`src/rtl/rgb2yuv_pkg.sv`:
```
package rgb2yuv_pkg;

    localparam int PIPE_LAT = 3;
    localparam int FRAC_W   = 12;
    localparam int COEF_W   = 14;
    localparam int ROWS     = 3;

    // Matrix coefficients, scaled by 2**FRAC_W; row 0 = Y, 1 = U, 2 = V
    function automatic logic signed [COEF_W-1:0] coef(input int row, input int col);
        int v;
        case (row)
            0: v = (col == 0) ? 1225 : (col == 1) ? 2404 : 467;
            1: v = (col == 0) ? -705 : (col == 1) ? -1389 : 2093;
            default: v = (col == 0) ? 2093 : (col == 1) ? -1753 : -340;
        endcase
        return COEF_W'(v);
    endfunction

    // Mid-scale offset applied to the colour-difference rows only
    function automatic int row_offset(input int row, input int data_w);
        return (row == 0) ? 0 : (1 << (data_w - 1));
    endfunction

endpackage

```
`src/rtl/csc_sideband.sv`:
```
module csc_sideband #(
    parameter int SYNC_W = 3,
    parameter int LAT    = 3
) (
    input  logic              clk,
    input  logic              rst_n,
    input  logic              in_valid,
    input  logic [SYNC_W-1:0] in_sync,
    output logic [LAT-1:0]    vld_tap,
    output logic [SYNC_W-1:0] sync_out
);

    typedef struct packed {
        logic [LAT-1:0]             vld;
        logic [LAT-1:0][SYNC_W-1:0] sync;
    } sb_t;

    sb_t sb_d, sb_q;

    always_comb begin
        sb_d      = sb_q;
        sb_d.vld  = {sb_q.vld[LAT-2:0], in_valid};
        sb_d.sync = {sb_q.sync[LAT-2:0], in_sync};
    end

    always_ff @(posedge clk or negedge rst_n) begin
        if (!rst_n) sb_q <= '0;
        else        sb_q <= sb_d;
    end

    assign vld_tap  = sb_q.vld;
    assign sync_out = sb_q.sync[LAT-1];

endmodule

```
`src/rtl/csc_row_mac.sv`:
```
module csc_row_mac #(
    parameter int DATA_W = 10,
    parameter int ROW    = 0,
    parameter int ACC_W  = 27
) (
    input  logic                    clk,
    input  logic                    rst_n,
    input  logic                    en_mul,
    input  logic                    en_sum,
    input  logic [DATA_W-1:0]       r_i,
    input  logic [DATA_W-1:0]       g_i,
    input  logic [DATA_W-1:0]       b_i,
    output logic signed [ACC_W-1:0] acc_o
);
    import rgb2yuv_pkg::*;

    localparam int PROD_W = DATA_W + 1 + COEF_W;
    localparam logic signed [COEF_W-1:0] K0 = coef(ROW, 0);
    localparam logic signed [COEF_W-1:0] K1 = coef(ROW, 1);
    localparam logic signed [COEF_W-1:0] K2 = coef(ROW, 2);
    // Offset in fixed point plus half an LSB for round-to-nearest
    localparam logic signed [ACC_W-1:0] BIAS =
        ACC_W'(row_offset(ROW, DATA_W) * (2 ** FRAC_W) + (2 ** (FRAC_W - 1)));

    typedef struct packed {
        logic signed [PROD_W-1:0] p0;
        logic signed [PROD_W-1:0] p1;
        logic signed [PROD_W-1:0] p2;
        logic signed [ACC_W-1:0]  sum;
    } mac_t;

    mac_t mac_d, mac_q;

    always_comb begin
        mac_d = mac_q;
        if (en_mul) begin
            mac_d.p0 = PROD_W'($signed({1'b0, r_i})) * PROD_W'(K0);
            mac_d.p1 = PROD_W'($signed({1'b0, g_i})) * PROD_W'(K1);
            mac_d.p2 = PROD_W'($signed({1'b0, b_i})) * PROD_W'(K2);
        end
        if (en_sum) begin
            mac_d.sum = ACC_W'(mac_q.p0) + ACC_W'(mac_q.p1) + ACC_W'(mac_q.p2) + BIAS;
        end
    end

    always_ff @(posedge clk or negedge rst_n) begin
        if (!rst_n) mac_q <= '0;
        else        mac_q <= mac_d;
    end

    assign acc_o = mac_q.sum;

endmodule

```
`src/rtl/csc_sat.sv`:
```
module csc_sat #(
    parameter int DATA_W = 10,
    parameter int ACC_W  = 27
) (
    input  logic                    clk,
    input  logic                    rst_n,
    input  logic                    en,
    input  logic signed [ACC_W-1:0] acc_i,
    output logic [DATA_W-1:0]       dout
);
    import rgb2yuv_pkg::*;

    localparam logic signed [ACC_W-1:0] TOP = ACC_W'((2 ** DATA_W) - 1);

    logic signed [ACC_W-1:0] scaled;
    logic [DATA_W-1:0]       dout_d, dout_q;

    always_comb begin
        scaled = acc_i >>> FRAC_W;
        dout_d = dout_q;
        if (en) begin
            if (scaled[ACC_W-1])  dout_d = '0;
            else if (scaled > TOP) dout_d = '1;
            else                   dout_d = scaled[DATA_W-1:0];
        end
    end

    always_ff @(posedge clk or negedge rst_n) begin
        if (!rst_n) dout_q <= '0;
        else        dout_q <= dout_d;
    end

    assign dout = dout_q;

endmodule

```
`src/rtl/rgb2yuv_conv.sv`:
```
module rgb2yuv_conv #(
    parameter int DATA_W = 10,
    parameter int SYNC_W = 3
) (
    input  logic              clk,
    input  logic              rst_n,
    input  logic              in_valid,
    input  logic [SYNC_W-1:0] in_sync,
    input  logic [DATA_W-1:0] in_r,
    input  logic [DATA_W-1:0] in_g,
    input  logic [DATA_W-1:0] in_b,
    output logic              out_valid,
    output logic [SYNC_W-1:0] out_sync,
    output logic [DATA_W-1:0] out_y,
    output logic [DATA_W-1:0] out_u,
    output logic [DATA_W-1:0] out_v
);
    import rgb2yuv_pkg::*;

    localparam int ACC_W = DATA_W + 1 + COEF_W + 2;

    logic [PIPE_LAT-1:0]     vld_tap;
    logic signed [ACC_W-1:0] acc [ROWS];
    logic [DATA_W-1:0]       res [ROWS];

    csc_sideband #(
        .SYNC_W (SYNC_W),
        .LAT    (PIPE_LAT)
    ) u_sideband (
        .clk      (clk),
        .rst_n    (rst_n),
        .in_valid (in_valid),
        .in_sync  (in_sync),
        .vld_tap  (vld_tap),
        .sync_out (out_sync)
    );

    for (genvar row = 0; row < ROWS; row++) begin : g_row
        csc_row_mac #(
            .DATA_W (DATA_W),
            .ROW    (row),
            .ACC_W  (ACC_W)
        ) u_mac (
            .clk    (clk),
            .rst_n  (rst_n),
            .en_mul (in_valid),
            .en_sum (vld_tap[0]),
            .r_i    (in_r),
            .g_i    (in_g),
            .b_i    (in_b),
            .acc_o  (acc[row])
        );

        csc_sat #(
            .DATA_W (DATA_W),
            .ACC_W  (ACC_W)
        ) u_sat (
            .clk   (clk),
            .rst_n (rst_n),
            .en    (vld_tap[1]),
            .acc_i (acc[row]),
            .dout  (res[row])
        );
    end

    assign out_valid = vld_tap[PIPE_LAT-1];
    assign out_y     = res[0];
    assign out_u     = res[1];
    assign out_v     = res[2];

endmodule

```
`config.mk`:
```
export PLATFORM = sky130hd
export DESIGN_NAME = rgb2yuv_conv
export DESIGN_NICKNAME = d
export VERILOG_FILES = /design/src/rtl/rgb2yuv_pkg.sv /design/src/rtl/csc_sideband.sv /design/src/rtl/csc_row_mac.sv /design/src/rtl/csc_sat.sv /design/src/rtl/rgb2yuv_conv.sv
export SDC_FILE = /design/constraint.sdc
export NUM_CORES = 2
export LEC_CHECK = 0
export ABC_AREA = 1
export BUFFER_PORTS_ARGS = -buffer_cell sky130_fd_sc_hd__buf_2
export CAP_MARGIN = 20
export CORE_UTILIZATION = 51
export CTS_CLUSTER_SIZE = 12
export DETAILED_ROUTE_END_ITERATION = 10
export PLACE_DENSITY_LB_ADDON = 0.12
export SLEW_MARGIN = 20
export SYNTH_ARGS = -nofsm -noshare
export SYNTH_HDL_FRONTEND = slang
export SYNTH_SLANG_ARGS = --single-unit
```
`constraint.sdc`:
```
create_clock -name clk -period 4 [get_ports clk]
set_clock_uncertainty 0.1 [all_clocks]
set_input_delay 0.8 -clock clk [delete_from_list [all_inputs] [get_ports clk]]
set_output_delay 0.8 -clock clk [all_outputs]
set_load 0.05 [all_outputs]
```
# Word-level counts from Yosys, hierarchy flattened
# Cells that the tools add are included.
dict set report totals {
  word_cells 46
  inputBits 36
  reg_bits 314
  out_inout_bits 34
}
dict set report classes {
  mux 6
  n_lt_le_gt_ge 3
  n_addsub 9
  n_mul 9
}
# operator count
set ops {}
lappend ops {{two-way mux 10 bit} 6}
lappend ops {{adder 27 x 23 -> 27 bit (second input constant)} 2}
lappend ops {{multiplier 11 x 12 -> 23 bit (second input constant)} 2}
lappend ops {{> comparator 15 x 11 -> 1 bit (second input constant)} 3}
lappend ops {{multiplier 10 x 12 -> 22 bit (second input constant)} 2}
lappend ops {{adder 27 x 13 -> 27 bit (second input constant)} 1}
lappend ops {{adder 24 x 21 -> 25 bit} 1}
lappend ops {{adder 24 x 23 -> 25 bit} 1}
lappend ops {{adder 22 x 23 -> 24 bit} 1}
lappend ops {{adder 23 x 19 -> 24 bit} 1}
lappend ops {{adder 23 x 23 -> 24 bit} 1}
lappend ops {{adder 21 x 22 -> 23 bit} 1}
lappend ops {{multiplier 11 x 11 -> 22 bit (second input constant)} 1}
lappend ops {{multiplier 10 x 11 -> 21 bit (second input constant)} 1}
lappend ops {{multiplier 10 x 10 -> 20 bit (second input constant)} 1}
lappend ops {{multiplier 10 x 9 -> 19 bit (second input constant)} 1}
lappend ops {{multiplier 11 x 8 -> 19 bit (second input constant)} 1}

# Logic depth before layout (Yosys ltp)
dict set report logic_depth {
  depth_word 3
  ltp_mapped 25
  ltp_nobuf 25
}

# Cells and area by module
# A second synthesis with hierarchy kept.
dict set report unflattened {
  cells_unflattened 4717
  area_unflattened_um2 37817.5
}
# module n_inst area_each_um2 cells_per_inst seq_area_each_um2
set modules_own_cells {}
lappend modules_own_cells {{csc_row_mac at g_row[1].u_mac} 1 13287.7 1659 2352.3}
lappend modules_own_cells {{csc_row_mac at g_row[2].u_mac} 1 12096.6 1517 2277.2}
lappend modules_own_cells {{csc_row_mac at g_row[0].u_mac} 1 10612.7 1332 2102.0}
lappend modules_own_cells {csc_sat 3 501.7 65 250.2}
lappend modules_own_cells {csc_sideband 1 315.3 14 300.3}

# Worst setup path after synthesis
# OpenSTA, ideal clock, no wires.
dict set report synth_path {
  path_kind {input-to-reg}
  from {in in_g[2]}
  to {reg g_row[2].u_mac.mac_q[73] (netlist name)}
  n_path_buf 0
  setup_ns 0.082
  arrival_time_ns 5.143
  t_required_ns 3.818
  cell_stages 16
  setup_slack_ns -1.325
  path_cell_list {fa_1 > inv_1 > fa_1 > inv_1 > fa_1 > inv_1 > fa_1 > fa_1 > inv_1 > ha_1 > inv_1 > nor3_1 > and3_1 > nand4_1 > a31o_2 > a31oi_1}
}
dict set report synth_between {
  elab_chain_len 1
}
# item line_no
set synth_lines {}
lappend synth_lines {{start, declared} rgb2yuv_conv.sv:10} ;# input logic [DATA_W-1:0] in_g,
lappend synth_lines {{multiplier 11 x 12 -> 23 bit} csc_row_mac.sv:38} ;# mac_d.p1 = PROD_W'($signed({1'b0, g_i})) * PROD_W'(K1);
lappend synth_lines {{end signal, assigned} csc_row_mac.sv:48} ;# else mac_q <= mac_d;
lappend synth_lines {{end, declared} csc_row_mac.sv:32} ;# mac_t mac_d, mac_q;
# No other way between the ends.
# A chain may end at the register's enable or synchronous reset.

# Final worst setup path
# Same ends and word-level chain as after synthesis.

==> results.cfg <==
[sta]
slew_headroom_pct = 42.0
period_needed_ns = 4.77
rsz0062_at_grt = true
finalSetupViolCount = 50
fmax_mhz = 210
max_slew.worst_pin.slew_ns = 0.870
finalCritPeriodShare_pct = 119
setup_ws_ns = -0.766
hold_viol = 0
slew_viol_final = 0
setup_tns_ns = -13.97

[place]
dp.final_hpwl_microns = 81200
place_ws_ns = -1.35
port_buffers = 69
routabilityCongestion = 0.959
postPlaceCellArea_sq_um = 40300

[synth]
yosysWarnings = 0
synth_mux_area_share_pct = 0
ys_seq_area_share_pct = 20.2
synthXorXnorAreaFrac_pct = 3.22
synth_compound_area_share_pct = 9.69
ys_types = 54
syn-cell-area_sq_um = 32900
synthCells = 4008
synth_top_family_by_area = adder cells
synth_edf_count = 0
synthAdderAreaFrac_pct = 40.0
syn_nets = 4912
synth_ff_type = dfrtp_1
synth_simple_gate_area_share_pct = 17.4
avgSynthCellArea_sq_um = 8.20
ys_ff_latch = 265
async_flop_share_pct = 100

[global_routing]
antenna_found_initial = 2
grt.overflow.total = 0
grt_pass1_wl_microns = 154000
grt.total_usage_pct = 29.9
grt_max_degree = 106
grt_pass1_vias = 29000

[drt]
vias = 28700
ant_nets = 0
drc = 0
routed_wl_microns = 97600
viasPerCell = 5.14
wl_per_cell_microns = 17.5
drt_first_pass_iters = 5
drt_iter0_drc = 1718

[cts]
cts_buffers = 30
cts-root-buf = clkbuf_16
cts_tree = yes
cts_buffer_depth = 3
worstSkewPairLatency_ns = 0.60
clock-sinks = 265
clk_pin_slew_ns = 0.07
htree_levels = 1

[die]
fp.dieArea_sq_um = 65400
start_util_pct = 51.9
rows = 92
chipHeight_microns = 256
design.core.area_sq_um = 63300
dieWidth_microns = 256
ioPinCount = 70

[cells_and_area]
nets = 5617
fin_util_pct = 69.1
final_cell_mix = 775 x nand2_1, 661 x inv_1, 589 x buf_4
layout-drive-gt1-share_pct = 28.9
layout_commonest_cell = nand2_1
fin_area_sq_um = 43800
synthToLayoutAreaGrowth_pct = 33.2

[status]
status = finished with violations
failed_checks = negative setup slack

[setup_path]
crit_arrival_ns = 5.18
worst_setup_path_start_kind = primary input
critPathKind = in -> reg
reg2reg_depth = 19
path_max_fanout = 3
crit_required_ns = 4.41
ff2ff_setup_slack_ns = 0.33
setup.worst_path.end_class = flop

[hold_path]
hp-class = in -> async

[run]
cap_violations = 0
routing by layer:
metal / global-route usage (%) / part of all wire (%) / vias up
li1: - / - / 14300
met1: 41.0 / 45 / 13700
met2: 48.6 / 46 / 602
met3: 4.43 / 5.2 / 136
met4: 9.65 / 3.6 / 2
met5: 0 / 0.017 / -
cells in the mapped netlist, types with 15 or more instances:
library cell    n  area (sq um)
nand4_1        40           250
ha_1          563          7040
nand2_1       834          3130
nor2_1        196           736
nand3_1       161           806
nand2_2        18           113
xor2_1         62           543
a21o_1         16           120
clkbuf_1       46           173
xnor2_1        55           482
or2_2          15          93.8
fa_1          305          6110
a21oi_1       210          1050
o21ai_1        23           115
dfrtp_1       265          6630
a31oi_1        35           219
inv_1         761          2860
o21ai_0       235          1180
o31ai_1        16           120
nor3_1         22           110
metrics by stage:
stage / instances / hold WS, ns
after floorplan: 4008 / 0.231
after global placement: 5456 / 0.231
after detailed placement: 5456 / 0.236
after CTS: 5552 / 0.170
after global routing: 5578 / 0.198
final: 5579 / 0.138
sequential cells by signal, indices dropped and copies added (netlist names):
| signal | count |
|---|---|
| u_sideband.sb_d | 6 |
| g_row.u_sat.dout | 30 |
| g_row.u_mac.mac_q | 181 |
| u_sideband.sync_out | 3 |
| u_sideband.vld_tap | 3 |
| g_row.u_mac.acc_o | 42 |
layout make-up:
class,count,area (sq um)
well taps,846,1060
clock inverters,11,95.1
fillers,5123,19500
diodes,1,2.50
clock buffers,40,838
repair buffers,728,5800
multi-input cells,2916,26400
inverters,772,2960
flip-flops and latches,265,6630
cells by family after synthesis:
group,count (synthesis)
xor+xnor,119
compound gates,584
buf+inv,827
simple gates,1345
flops,265
fa+ha+maj,868
worst paths after layout:
kind / startpoint / to
setup / recovery: in_g[2] / g_row[2].u_mac.mac_q[73]
min in group clk: in_sync[0] / u_sideband.sb_d[3]
setup reg to reg: g_row[0].u_mac.mac_q[29] / g_row[2].u_mac.acc_o[23]
hold reg to reg: u_sideband.sb_d[3] / u_sideband.sb_d[6]
max in group asynchronous: rst_n / g_row[0].u_mac.acc_o[22]
hold / removal: rst_n / g_row[0].u_mac.acc_o[16]
worst max-delay path, cell delays in order:
cell	delay [ns]
buf_6	0.10
fa_2	0.64
inv_4	0.06
fa_2	0.57
inv_2	0.05
fa_1	0.52
inv_1	0.07
fa_1	0.49
fa_1	0.58
inv_2	0.05
ha_4	0.26
inv_2	0.04
nor3_4	0.20
and3_4	0.21
nand4_1	0.11
a31o_2	0.26
a31oi_1	0.15
timing repair:
| action | in CTS | in global routing |
|---|---|---|
| pin swaps | 179 | 165 |
| setup buffers | 51 | 43 |
| setup endpoints to repair | 71 | 96 |
| gates resized for setup | 197 | 262 |
| hold buffers | 0 | 0 |
Power is left out: the tool's default activity adds up to more than one toggle a clock period on the data nets, which glitch-free logic cannot reach.
